File: src/rtl/attr_pkg.sv
package attr_pkg;
  localparam int DW       = 8;
  localparam int NPAL     = 16;
  localparam int IW       = 5;
  localparam int PAN_W    = 4;
  localparam int IDX_MODE = NPAL;
  localparam int IDX_BRDR = NPAL + 1;
  localparam int IDX_PLN  = NPAL + 2;
  localparam int IDX_PAN  = NPAL + 3;
  localparam int IDX_CSEL = NPAL + 4;
  localparam int BLINK_B  = 3;

  typedef enum logic {PH_INDEX = 1'b0, PH_DATA = 1'b1} phase_e;
endpackage

File: src/rtl/attr_seq.sv
module attr_seq
  import attr_pkg::*;
#(
  parameter int W  = DW,
  parameter int XW = IW
) (
  input  logic          clk,
  input  logic          rst_n,
  input  logic          wr_en,
  input  logic [W-1:0]  wr_data,
  input  logic          phase_clr,
  output phase_e        phase,
  output logic [XW-1:0] idx,
  output logic          scr_on,
  output logic          data_we
);
  always_ff @(posedge clk) begin
    if (!rst_n) begin
      phase  <= PH_INDEX;
      idx    <= '0;
      scr_on <= 1'b0;
    end else if (phase_clr) begin
      phase <= PH_INDEX;
    end else if (wr_en) begin
      if (phase == PH_INDEX) begin
        idx    <= wr_data[XW-1:0];
        scr_on <= wr_data[XW];
        phase  <= PH_DATA;
      end else begin
        phase <= PH_INDEX;
      end
    end
  end

  assign data_we = wr_en && !phase_clr && (phase == PH_DATA);

  AST_CLR_TO_INDEX: assert property (@(posedge clk) disable iff (!rst_n)
    phase_clr |=> phase == PH_INDEX);
  AST_INDEX_ADVANCE: assert property (@(posedge clk) disable iff (!rst_n)
    (wr_en && !phase_clr && phase == PH_INDEX) |=> (phase == PH_DATA && idx == $past(wr_data[XW-1:0])));
  AST_DATA_RETURN: assert property (@(posedge clk) disable iff (!rst_n)
    (wr_en && !phase_clr && phase == PH_DATA) |=> (phase == PH_INDEX && $stable(idx)));
endmodule

File: src/rtl/attr_bank.sv
module attr_bank
  import attr_pkg::*;
#(
  parameter int W  = DW,
  parameter int NP = NPAL,
  parameter int XW = IW,
  parameter int PW = PAN_W
) (
  input  logic            clk,
  input  logic            rst_n,
  input  logic            data_we,
  input  logic [XW-1:0]   idx,
  input  logic [W-1:0]    wr_data,
  input  logic            scr_on,
  output logic [NP*W-1:0] pal_flat,
  output logic [W-1:0]    mode_q,
  output logic [W-1:0]    brdr_q,
  output logic [W-1:0]    pln_q,
  output logic [PW-1:0]   pan_q,
  output logic [W-1:0]    csel_q
);
  localparam int LAST = NP + 4;

  genvar g;
  generate
    for (g = 0; g < NP; g++) begin : g_pal
      logic [W-1:0] ent;
      always_ff @(posedge clk) begin
        if (!rst_n)
          ent <= '0;
        else if (data_we && !scr_on && idx == XW'(g))
          ent <= wr_data;
      end
      assign pal_flat[g*W +: W] = ent;
    end
  endgenerate

  always_ff @(posedge clk) begin
    if (!rst_n) begin
      mode_q <= '0;
      brdr_q <= '0;
      pln_q  <= '0;
      pan_q  <= '0;
      csel_q <= '0;
    end else if (data_we) begin
      if (idx == XW'(NP))     mode_q <= wr_data;
      if (idx == XW'(NP + 1)) brdr_q <= wr_data;
      if (idx == XW'(NP + 2)) pln_q  <= wr_data;
      if (idx == XW'(NP + 3)) pan_q  <= wr_data[PW-1:0];
      if (idx == XW'(NP + 4)) csel_q <= wr_data;
    end
  end

  AST_PAL_LOCKED: assert property (@(posedge clk) disable iff (!rst_n)
    (data_we && scr_on && idx < XW'(NP)) |=> $stable(pal_flat));
  AST_HIGH_IGNORED: assert property (@(posedge clk) disable iff (!rst_n)
    (data_we && idx > XW'(LAST)) |=> ($stable(pal_flat) && $stable(mode_q) && $stable(brdr_q)
                                     && $stable(pln_q) && $stable(pan_q) && $stable(csel_q)));
endmodule

File: src/rtl/attr_rdmux.sv
module attr_rdmux
  import attr_pkg::*;
#(
  parameter int W  = DW,
  parameter int NP = NPAL,
  parameter int XW = IW,
  parameter int PW = PAN_W
) (
  input  logic [XW-1:0]   idx,
  input  logic [NP*W-1:0] pal_flat,
  input  logic [W-1:0]    mode_q,
  input  logic [W-1:0]    brdr_q,
  input  logic [W-1:0]    pln_q,
  input  logic [PW-1:0]   pan_q,
  input  logic [W-1:0]    csel_q,
  output logic [W-1:0]    rd_data
);
  always_comb begin
    rd_data = '0;
    for (int k = 0; k < NP; k++)
      if (idx == XW'(k)) rd_data = pal_flat[k*W +: W];
    if (idx == XW'(NP))     rd_data = mode_q;
    if (idx == XW'(NP + 1)) rd_data = brdr_q;
    if (idx == XW'(NP + 2)) rd_data = pln_q;
    if (idx == XW'(NP + 3)) rd_data = {{(W-PW){1'b0}}, pan_q};
    if (idx == XW'(NP + 4)) rd_data = csel_q;
  end
endmodule

File: src/rtl/attr_regfile.sv
module attr_regfile
  import attr_pkg::*;
#(
  parameter int W  = DW,
  parameter int NP = NPAL,
  parameter int XW = IW,
  parameter int PW = PAN_W
) (
  input  logic            clk,
  input  logic            rst_n,
  input  logic            wr_en,
  input  logic [W-1:0]    wr_data,
  input  logic            phase_clr,
  output logic [W-1:0]    rd_data,
  output logic            phase_data,
  output logic [XW-1:0]   cur_index,
  output logic            pal_write_ok,
  output logic [NP*W-1:0] palette,
  output logic [W-1:0]    mode_ctrl,
  output logic [W-1:0]    border,
  output logic [W-1:0]    plane_en,
  output logic [PW-1:0]   h_pan,
  output logic [W-1:0]    color_sel,
  output logic            blink_en
);
  phase_e phase;
  logic   scr_on;
  logic   data_we;

  attr_seq #(.W(W), .XW(XW)) u_seq (
    .clk(clk), .rst_n(rst_n), .wr_en(wr_en), .wr_data(wr_data),
    .phase_clr(phase_clr), .phase(phase), .idx(cur_index),
    .scr_on(scr_on), .data_we(data_we)
  );

  attr_bank #(.W(W), .NP(NP), .XW(XW), .PW(PW)) u_bank (
    .clk(clk), .rst_n(rst_n), .data_we(data_we), .idx(cur_index),
    .wr_data(wr_data), .scr_on(scr_on), .pal_flat(palette),
    .mode_q(mode_ctrl), .brdr_q(border), .pln_q(plane_en),
    .pan_q(h_pan), .csel_q(color_sel)
  );

  attr_rdmux #(.W(W), .NP(NP), .XW(XW), .PW(PW)) u_rd (
    .idx(cur_index), .pal_flat(palette), .mode_q(mode_ctrl),
    .brdr_q(border), .pln_q(plane_en), .pan_q(h_pan),
    .csel_q(color_sel), .rd_data(rd_data)
  );

  assign phase_data   = (phase == PH_DATA);
  assign pal_write_ok = !scr_on;
  assign blink_en     = mode_ctrl[BLINK_B];

  AST_BLINK_TRACK: assert property (@(posedge clk) disable iff (!rst_n)
    (data_we && cur_index == XW'(NP)) |=> blink_en == $past(wr_data[BLINK_B]));
endmodule

File: config.mk
export PLATFORM = sky130hd
export DESIGN_NAME = attr_regfile
export DESIGN_NICKNAME = d
export VERILOG_FILES = /design/src/rtl/attr_pkg.sv /design/src/rtl/attr_seq.sv /design/src/rtl/attr_bank.sv /design/src/rtl/attr_rdmux.sv /design/src/rtl/attr_regfile.sv
export SDC_FILE = /design/constraint.sdc
export NUM_CORES = 1
export LEC_CHECK = 0
export ABC_AREA = 1
export BUFFER_PORTS_ARGS = -buffer_cell sky130_fd_sc_hd__buf_2
export CAP_MARGIN = 20
export CORE_UTILIZATION = 50
export DETAILED_ROUTE_END_ITERATION = 7
export GPL_TIMING_DRIVEN = 0
export PLACE_DENSITY = 0.88
export SYNTH_ARGS = -nofsm -noshare
export SYNTH_HDL_FRONTEND = slang
export SYNTH_SLANG_ARGS = --single-unit
File: constraint.sdc
create_clock -name clk -period 2.2 [get_ports clk]
set_input_delay 0.11 -clock clk [delete_from_list [all_inputs] [get_ports clk]]
set_output_delay 0.11 -clock clk [all_outputs]
set_load 0.02 [all_outputs]
==> results.txt <==
The number of fillers in the final layout came out at between 1k and 1.5k. The worst vdd rail ir drop is between 500 and 600 uV. The number of warning messages in the yosys log is 0. Tracing the worst setup path back leads to its startpoint at u_seq.idx[1]. In the layout the commonest cells are nor2_1 (321), buf_2 (183), o21ai_0 (168), dfxtp_1 (166), nand2_1 (150).

The post-detailed-placement half-perimeter wirelength is 19000 microns. The via count of the routed design came out at between 8k and 9k. The floorplan step defined a die boundary enclosing 15500 sq um. In this run the mean area of a mapped cell was ~6.7 sq um. The class of the most critical hold timing path is primary input to flop. The reported max-cap violation count is 0.

The highest net fanout along the worst path came out at 7. STA classifies the critical path endpoint as an output pin. The worst setup path is launched from a flop. For this design the static power due to leakage is between 4 and 5 nW. The post-placement cell area came out at 8660 sq um. The die is about 120 microns tall. The post-detailed-route via-to-cell ratio is between 5 and 6.

Clock tree synthesis inserted a total of 17 buffers. The total number of placement rows came out at 44. The diode insertion count for antenna repair came out at 0.

The flow ran to the end, but the final reports show violations. Synthesis handed over a netlist of around 1.1k instances. The via count of the first global-routing pass is 7858. The global-route wire length before repair is between 40000 and 50000 microns. The net count of the mapped netlist is about 1.1k. Summed over all layers, the global routing overflow is 0. The part of the cycle the worst path needs came out at 1.33. The post-route total power is ~6.7 mW.

The number of unique standard cell types used by synthesis is 25. The number of hold violations in the final report came out at 0. The clock tree root buffer cell is clkbuf_16. The worst register-to-register path begins at u_seq.idx[3]. At the pin with the least slew margin, the transition time is 0.910 ns. Setup repair after global routing could not meet its margin everywhere. After clock tree synthesis, the clock-pin slew on the worst setup and hold paths is 0.07 ns. The final layout contains 1363 nets. Input and output buffers added on the ports amount to around 190.

STA puts the critical path data required time at ~2.1 ns. The worst-skew pair later-pin latency is between 0.4 and 0.5 ns. The total core area is roughly 15000 sq um. The post-detailed-route count of antenna-violating nets came out at 0.

The fraction of final layout cells with drive strength greater than 1 came out at 0.273. The final reports fail on negative setup slack. The setup violation total in the final timing report is 13. The clock drives 171 sinks. The clock passes through at most 2 buffers. The capturing point of the worst reg2reg path is u_bank.pan_q[0]. The number of top-level pins is 192. The minimum clock period came out at between 2 and 3 ns. The ratio of total power to cell area came out at ~680 nW/um^2.

The maximum clock frequency came out at 0.342 GHz. The number of max-slew violations in the final report came to 0. The multi-input logic area is ~3900 sq um. The worst setup path is of the flop to output pin kind. The area added between synthesis and finish is 32.1%. The worst pin sits at a relative slew slack of 0.393.

The register bit total from synthesis came out at ~170. The worst clock skew came out at 0.00607 ns. The critical path endpoint is rd_data[2]. The final wirelength is between 20000 and 30000 microns.

The floorplan step set the die width to ~120 microns. The placer congestion estimate came out at 0.979. The first detailed-routing pass took 8 iterations. The final worst setup slack is -0.721 ns. Leaving out fill and tap cells, the most frequent cell in the layout is nor2_1. The initial antenna violation count is 0. The H-tree generated during clock tree synthesis spans 4 levels. The count of routing violations after the opening detailed-route iteration came out at between 1k and 1.5k. The minimum setup slack among reg-to-reg paths came out at -0.26 ns. Summing all non-filler instances in the final layout gives an area of between 9000 and 10000 sq um.

The total global routing track utilization came out at 0.347. The number of cells on the worst reg-to-reg path is 9. The share of synthesized area occupied by flip-flops and latches came out at 0.457. The routed length per instance is 18.1 microns. The area taken by flip-flops and latches came out at roughly 3400 sq um.

The synthesized netlist occupies a cell area of between 7000 and 8000 sq um. The detailed-route DRC error count is 0. The pre-CTS setup slack is -0.381 ns. The data arrival time of the critical path is roughly 2.8 ns.

The initial standard-cell utilization of the core is 0.513. The setup TNS is -6.00 ns. TritonCTS built the clock tree. The largest net degree at the start of global routing came out at 17.
critical path, cell delays in order (launching register included):
cell and delay [ns]:
dfxtp_4 0.45, nor2_4 0.09, buf_6 0.12, nand4_1 0.06
nand2_1 0.07, nor2_2 0.14, nand4_1 0.18, nand2_1 0.17
nand4_1 0.11, nor2_2 0.14, nand4_1 0.12, nor2_2 0.17
nand4_1 0.16, nand2_1 0.15, nand3_2 0.08, buf_6 0.14
Yosys cell counts:
cell type  instances  area [sq um]
nor2_1           347          1300
dfxtp_1          171          3420
nand2_1          171           642
o21ai_0          170           851
inv_1             65           244
a21oi_1           32           160
clkbuf_1          32           120
nand4_1           27           169
nand3_1           23           115
nor2_2            19           119
inv_2             15          56.3
or2_2             15          93.8
buf_1              6          22.5
or2_0              6          37.5
nor2_4             4          45.0
buf_2              2          10.0
nor3_1             2          10.0
buf_4              1          7.51
inv_4              1          6.26
nand3b_1           1          7.51
nor3_2             1          10.0
nor3_4             1          16.3
nor3b_1            1          7.51
or2_1              1          6.26
xnor2_1            1          8.76
flip-flops by register name (all words and copies together), names as in the netlist:
name              flops
u_bank.brdr_q         8
u_bank.csel_q         8
u_bank.g_pal.ent    128
u_bank.mode_q         8
u_bank.pan_q          4
u_bank.pln_q          8
u_seq.idx             5
u_seq.phase           1
u_seq.scr_on          1
through the flow:
step | std cells | hold WS, ns | utilization
after floorplan | 1115 | 0.186 | -
after global placement | 1487 | 0.305 | 0.594
after detailed placement | 1487 | 0.317 | 0.594
after CTS | 1538 | 0.00379 | 0.665
after global routing | 1548 | 0.0466 | 0.678
final | 1548 | 0.00938 | 0.678
how the worst min path moves through the flow:
stage	startpoint	to	slack, ns	depth (start not counted)
after detailed placement	phase_clr	u_seq.phase	0.32	2
after global placement	phase_clr	u_seq.phase	0.30	2
final	wr_data[0]	u_bank.g_pal[2].ent[0]	0.009	3
after CTS	wr_data[0]	u_bank.g_pal[2].ent[0]	0.004	3
after floorplan	phase_clr	u_seq.phase	0.19	1
after global routing	wr_data[4]	u_bank.g_pal[2].ent[4]	0.05	3
cell families (layout without fill, tap and decap cells):
family | after synthesis | after routing | synth area share
AND/OR/NAND/NOR | 619 | 619 | 0.345
AO/OA/AOI/OAI | 202 | 202 | 0.135
flip-flops | 171 | 171 | 0.457
buffers and inverters | 122 | 371 | 0.0623
XOR/XNOR | 1 | 1 | 0.00117
what timing repair did:
item	4_1_cts	5_1_grt
buffers inserted	16	10
pin swaps	23	32
hold endpoints to repair	2	0
hold buffers	3	0
endpoints found under the setup margin	98	125
cloned	0	0
gates resized for setup	90	40
final cells by class:
class,count,area share
plain buffers,41,0.0164
clock buffers,19,0.0448
multi-input cells,822,0.399
repair buffers,217,0.122
well taps,184,0.0233
inverters,81,0.0320
clock inverters,13,0.0147
flip-flops and latches,171,0.348
power by group:
| group | switching (mW) | internal [mW] |
|---|---|---|
| logic | 0.396 | 0.159 |
| clock network | 1.32 | 1.70 |
| registers | 0.0282 | 3.11 |
| total | 1.74 | 4.97 |
routing by layer:
| metal | GRT usage | routed length (microns) |
|---|---|---|
| met1 | 0.460 | 10600 |
| met2 | 0.521 | 12400 |
| met3 | 0.0679 | 3470 |
| met4 | 0.213 | 1550 |
| met5 | 0 | 0 |
Note: power is estimated with default switching activity, not from simulation.
